File: config.mk
export PLATFORM = sky130hd
export DESIGN_NAME = nand_desc_dma
export DESIGN_NICKNAME = d
export VERILOG_FILES = /design/src/rtl/nand_desc_dma.sv
export SDC_FILE = /design/constraint.sdc
export NUM_CORES = 1
export LEC_CHECK = 0
export BUFFER_PORTS_ARGS = -buffer_cell sky130_fd_sc_hd__buf_2
export CAP_MARGIN = 20
export CELL_PAD_IN_SITES_DETAIL_PLACEMENT = 0
export CELL_PAD_IN_SITES_GLOBAL_PLACEMENT = 2
export CORE_AREA = 2 2 195 197
export DETAILED_ROUTE_END_ITERATION = 16
export DIE_AREA = 0 0 197 199
export PLACE_DENSITY = 0.83
export SYNTH_ARGS = -nofsm -noshare
export SYNTH_HDL_FRONTEND = slang
export SYNTH_SLANG_ARGS = --single-unit
File: constraint.sdc
create_clock -name clk -period 2.7 [get_ports clk]
set_clock_uncertainty 0.2 [all_clocks]
set_input_delay 0.135 -clock clk [delete_from_list [all_inputs] [get_ports clk]]
set_output_delay 0.135 -clock clk [all_outputs]
set_load 0.005 [all_outputs]
File: src/rtl/nand_desc_dma.sv
module nand_desc_dma #(
  parameter int ADDR_W   = 32,
  parameter int DATA_W   = 64,
  parameter int SIZE_W   = 12,
  parameter int REG_AW   = 12,
  parameter logic [REG_AW-1:0] BASE_OFS = 12'h018
) (
  input  logic              clk,
  input  logic              rst_n,
  input  logic              reg_wr,
  input  logic [REG_AW-1:0] reg_addr,
  input  logic [ADDR_W-1:0] reg_wdata,
  input  logic              start,
  input  logic              dir,
  output logic              busy,
  output logic [8:0]        int_status,
  output logic              mem_req,
  output logic              mem_we,
  output logic [ADDR_W-1:0] mem_addr,
  output logic [DATA_W-1:0] mem_wdata,
  input  logic              mem_gnt,
  input  logic [DATA_W-1:0] mem_rdata,
  output logic              fl_tx_valid,
  output logic [DATA_W-1:0] fl_tx_data,
  input  logic              fl_tx_ready,
  input  logic              fl_rx_valid,
  input  logic [DATA_W-1:0] fl_rx_data,
  output logic              fl_rx_ready
);
  localparam int BEAT_B = DATA_W / 8;
  localparam int SHIFT  = $clog2(BEAT_B);
  localparam int BEAT_W = SIZE_W + 1 - SHIFT;
  localparam int OWN    = 31;
  localparam int TX_BIT = 6;
  localparam int RX_BIT = 7;
  localparam int ND_BIT = 8;

  typedef enum logic [2:0] {S_IDLE, S_FETCH, S_TXRD, S_TXPUSH, S_RX, S_WB} state_t;

  state_t              state;
  logic [ADDR_W-1:0]   base_q, ptr_q;
  logic [1:0]          idx_q;
  logic [31:0]         stat_q;
  logic [SIZE_W-1:0]   size_q;
  logic                dir_q;
  logic [BEAT_W-1:0]   beat_q;
  logic [DATA_W-1:0]   buf_q;
  logic [SIZE_W:0]     size_rnd;
  logic [BEAT_W-1:0]   nbeats;
  logic                last_beat;

  assign size_rnd  = {1'b0, size_q} + (SIZE_W+1)'(BEAT_B - 1);
  assign nbeats    = BEAT_W'(size_rnd >> SHIFT);
  assign last_beat = (beat_q + 1'b1) == nbeats;

  assign busy        = state != S_IDLE;
  assign fl_tx_valid = state == S_TXPUSH;
  assign fl_tx_data  = buf_q;
  assign fl_rx_ready = (state == S_RX) && mem_gnt;
  assign mem_req     = (state == S_FETCH) || (state == S_TXRD) || (state == S_WB) ||
                       ((state == S_RX) && fl_rx_valid);
  assign mem_we      = (state == S_RX) || (state == S_WB);
  assign mem_wdata   = (state == S_WB) ? DATA_W'({1'b0, stat_q[30:0]}) : fl_rx_data;

  always_comb begin
    case (state)
      S_FETCH:     mem_addr = base_q + ADDR_W'({idx_q, 2'b00});
      S_TXRD, S_RX: mem_addr = ptr_q + (ADDR_W'(beat_q) << SHIFT);
      default:     mem_addr = base_q;
    endcase
  end

  always_ff @(posedge clk or negedge rst_n) begin
    if (!rst_n) begin
      base_q <= '0;
    end else if (reg_wr && reg_addr == BASE_OFS) begin
      base_q <= reg_wdata;
    end
  end

  always_ff @(posedge clk or negedge rst_n) begin
    if (!rst_n) begin
      state      <= S_IDLE;
      ptr_q      <= '0;
      idx_q      <= '0;
      stat_q     <= '0;
      size_q     <= '0;
      dir_q      <= 1'b0;
      beat_q     <= '0;
      buf_q      <= '0;
      int_status <= '0;
    end else begin
      case (state)
        S_IDLE: if (start) begin
          dir_q      <= dir;
          idx_q      <= '0;
          int_status <= '0;
          state      <= S_FETCH;
        end
        S_FETCH: if (mem_gnt) begin
          idx_q <= idx_q + 1'b1;
          case (idx_q)
            2'd0: stat_q <= mem_rdata[31:0];
            2'd1: size_q <= mem_rdata[SIZE_W-1:0];
            2'd2: ptr_q  <= mem_rdata[ADDR_W-1:0];
            default: begin
              beat_q <= '0;
              if (!stat_q[OWN]) begin
                int_status[ND_BIT] <= 1'b1;
                state <= S_IDLE;
              end else if (nbeats == '0) begin
                state <= S_WB;
              end else begin
                state <= dir_q ? S_RX : S_TXRD;
              end
            end
          endcase
        end
        S_TXRD: if (mem_gnt) begin
          buf_q <= mem_rdata;
          state <= S_TXPUSH;
        end
        S_TXPUSH: if (fl_tx_ready) begin
          beat_q <= beat_q + 1'b1;
          state  <= last_beat ? S_WB : S_TXRD;
        end
        S_RX: if (fl_rx_valid && mem_gnt) begin
          beat_q <= beat_q + 1'b1;
          if (last_beat) state <= S_WB;
        end
        S_WB: if (mem_gnt) begin
          if (dir_q) int_status[RX_BIT] <= 1'b1;
          else       int_status[TX_BIT] <= 1'b1;
          state <= S_IDLE;
        end
        default: state <= S_IDLE;
      endcase
    end
  end

  assert_rd_hold_R2: assert property (@(posedge clk) disable iff (!rst_n)
    mem_req && !mem_we && !mem_gnt |=> mem_req && $stable(mem_addr));

  assert_unowned_R3: assert property (@(posedge clk) disable iff (!rst_n)
    (state == S_FETCH && idx_q == 2'd3 && mem_gnt && !stat_q[OWN]) |=> !busy && int_status[ND_BIT]);

  assert_tx_hold_R4: assert property (@(posedge clk) disable iff (!rst_n)
    fl_tx_valid && !fl_tx_ready |=> fl_tx_valid && $stable(fl_tx_data));

  assert_beat_bound_R6: assert property (@(posedge clk) disable iff (!rst_n)
    (state == S_TXRD || state == S_TXPUSH || state == S_RX) |-> beat_q < nbeats);

  assert_flag_onehot_R9: assert property (@(posedge clk) disable iff (!rst_n)
    $onehot0(int_status));

  assert_start_locked_R11: assert property (@(posedge clk) disable iff (!rst_n)
    (state == S_FETCH && start) |=> busy);
endmodule

==> flow_metrics.tcl <==
set metrics [dict create \
    outcome "finished, violations left" \
    violations "setup timing" \
    cp_data_required_time_ps 2370 \
    min_path_type "primary input to asynchronous set/reset pin" \
    place_hpwl_um 24650 \
    layout-drive-gt1-share_pct 52.82 \
    p_per_area_nw_per_um2 804.1 \
    final_util_pct 41.96 \
    yosys-top-cells-count "mux2_2, dfrtp_1, nand2_1, o21ai_0, and2_1" \
    synth_seq_cells 191 \
    start_util_pct 27.67 \
    cts_root_buf "clkbuf_16" \
    arrival_ps 2890 \
    drt_iter0_markers 300 \
    overflow 0 \
    final.setup.worst_slack_ps -526.5 \
    p_total_mw 12.53 \
    ys.flop_type "dfrtp_1" \
    yosysTopAreaCell "dfrtp_1" \
    hold_violations 0 \
    power.leakage_nw 7.387 \
    vias_per_cell 4.738 \
    finalWirelength_um 35090 \
    core-area_um2 37130 \
    grt_usage_pct 17.33 \
    clockBufferDepth 2 \
    synth_edf_count 0 \
    fp.dieH_um 199 \
    path_max_fanout 5 \
    gp_congestion 0.7782 \
    dieArea_um2 39200 \
    syn_avg_cell_area_um2 11.18 \
    async_flop_share_pct 100.0 \
    drc 0 \
    clock-sinks 191 \
    area_growth_pct 51.64 \
    instances_no_fill 1927 \
    ioPinCount 354 \
    cap_viol_max_count 0 \
    fp.dieW_um 197 \
    worstMarginPinSlew_ps 740.7 \
    ant_nets 0 \
    max_freq_mhz 309.9 \
    dp.cells 1765 \
    num-fill-cells 3542 \
    whs_ps 46.87 \
    startpoint_type "flop" \
    cts_made_buffers 17 \
    first_pass_iters 5 \
    syn-cell-area_um2 10280 \
    critical_path_class "flop to primary output" \
    worstSkewPairLatency_ps 460 \
    antenna_found_initial 0 \
    synth_top_area_share_pct 46.51 \
    max_slew_margin_pct 50.29 \
    slew_violations 0 \
    path_clk_slew_ps 80 \
    cp-end-kind "primary output" \
    peakVddDrop_v 0.0005283 \
    portBuffers 347 \
    grt_pass1_wl_um 52300 \
    cts_tree "built" \
    yosysMostFrequentCell "mux2_2" \
    grt_pass1_vias 9234 \
    syn_inst 919 \
    regArea_um2 4781 \
    synth_area_leaders "dfrtp_1, mux2_2, xnor2_1, and2_1, nand2_1" \
    ctsHtreeMaxLevel 4 \
    std_cell_rows 71 \
    wl_per_cell_um 18.21 \
    grt_max_degree 77 \
    multiInputGateArea_um2 5844 \
    min_period_ps 3227 \
    yosys_warnings 0 \
    setup_viol 27 \
    vias 9130 \
    layout.nets 1638 \
    seq_area_frac_synth_pct 46.51 \
    min_period_over_period_pct 119.5 \
    grt_setup_unrepaired "yes" \
    synth_cell_type_count 62 \
]
==> cells by family (layout without fill, tap and decap cells) <==
| family | count (synthesis) | after routing | share of synthesized area [%] |
|---|---|---|---|
| compound gates | 127 | 127 | 8.243 |
| xor+xnor | 43 | 43 | 3.665 |
| fa+ha+maj | 19 | 19 | 2.459 |
| buf+inv | 71 | 599 | 2.849 |
| flops | 191 | 191 | 46.51 |
| mux | 215 | 215 | 23.49 |
| other cells | 1 | 7 | 0.03649 |
| simple gates | 252 | 252 | 12.75 |
==> path summary, 6_finish.rpt <==
path                                            start  slack, ps  cells past startpoint                    endpoint
setup / recovery                 ptr_q[3]$_DFFE_PN0P_       -530                     13                mem_addr[19]
hold / removal                                  rst_n         50                      2  fl_tx_data[33]$_DFFE_PN0P_
setup reg to reg                beat_q[1]$_DFFE_PN0P_       -120                     10        state[2]$_DFFE_PN0P_
hold reg to reg            fl_tx_data[22]$_DFFE_PN0P_        300                      1  fl_tx_data[22]$_DFFE_PN0P_
max in group asynchronous                       rst_n       1450                      3      base_q[25]$_DFFE_PN0P_
min in group clk                          fl_tx_ready        140                      5        state[0]$_DFFE_PN0P_
==> what timing repair did <==
action,CTS,global route
endpoints found under the setup margin,31,62
pin swaps,42,41
gates cloned,2,5
gates resized for setup,89,40
endpoints found under the hold margin,250,0
hold buffers,101,0
setup buffers,17,8
==> power by group <==
part	leakage, nW	total (mW)	switching (mW)	internal (mW)
clock network	0.281	2.53	1.27	1.25
registers	2.41	4.78	0.824	3.95
logic	4.70	5.22	2.47	2.76
==> placed cells by master, fill, tap and decap left out, types with 9 or more instances in the layout <==
cell type      instances
mux2_2               205
buf_2                345
clkbuf_16             21
o211ai_1              10
o21ai_1                9
dfrtp_1              190
ha_1                   9
dlygate4sd3_1        101
nand3_1               25
buf_6                 14
a21oi_1               10
o21ai_0               29
buf_4                 70
nor2_1                33
and2_1                38
nand2_1               60
and3_1                15
xnor2_1               26
nand4_1               10
a21o_1                 9
nand2b_1              11
inv_1                 23
==> sequential cells by signal, indices dropped and copies added (netlist names) <==
signal	count
state	3
beat_q	10
int_status	3
ptr_q	32
dir_q	1
size_q	12
stat_q	32
base_q	32
fl_tx_data	64
idx_q	2
==> per-layer routing <==
metal  GRT usage [%]  up-vias  routed length (um)
met2           28.31      235               16670
met3           4.137       18                1608
met4           3.926        0                 327
met5               0        -                   0
met1           23.28     4539               16490
li1                -     4338                   -
==> metrics by stage <==
stage / setup slack (ps) / TNS, ps / instance area [um^2]
floorplan: -29.37 / -55.41 / 10340
global placement: -171.6 / -547.4 / 13060
detailed placement: -210.3 / -1154 / 13060
CTS: -573.0 / -8602 / 15200
global route: -693.4 / -12000 / 15580
finish: -526.5 / -8177 / 15580
==> critical path, cell delays in order (launching register included) <==
cell and delay (ps):
dfrtp_1 390, ha_4 150, inv_2 40, fa_2 360
nor2b_2 140, o21ai_2 80, a21oi_2 170, o2111ai_2 140
buf_6 170, buf_4 140, a211oi_4 200, xnor2_1 90
o21ai_1 180, buf_2 170
==> layout make-up <==
class,instances,area share [%]
multi-input cells,662,37.51
clock inverters,14,0.9154
flip-flops and latches,191,30.68
diodes,1,0.01606
well taps,474,3.806
inverters,24,0.5781
repair buffers,543,23.68
clock buffers,18,2.818
Note: power is estimated with default switching activity, not from simulation.
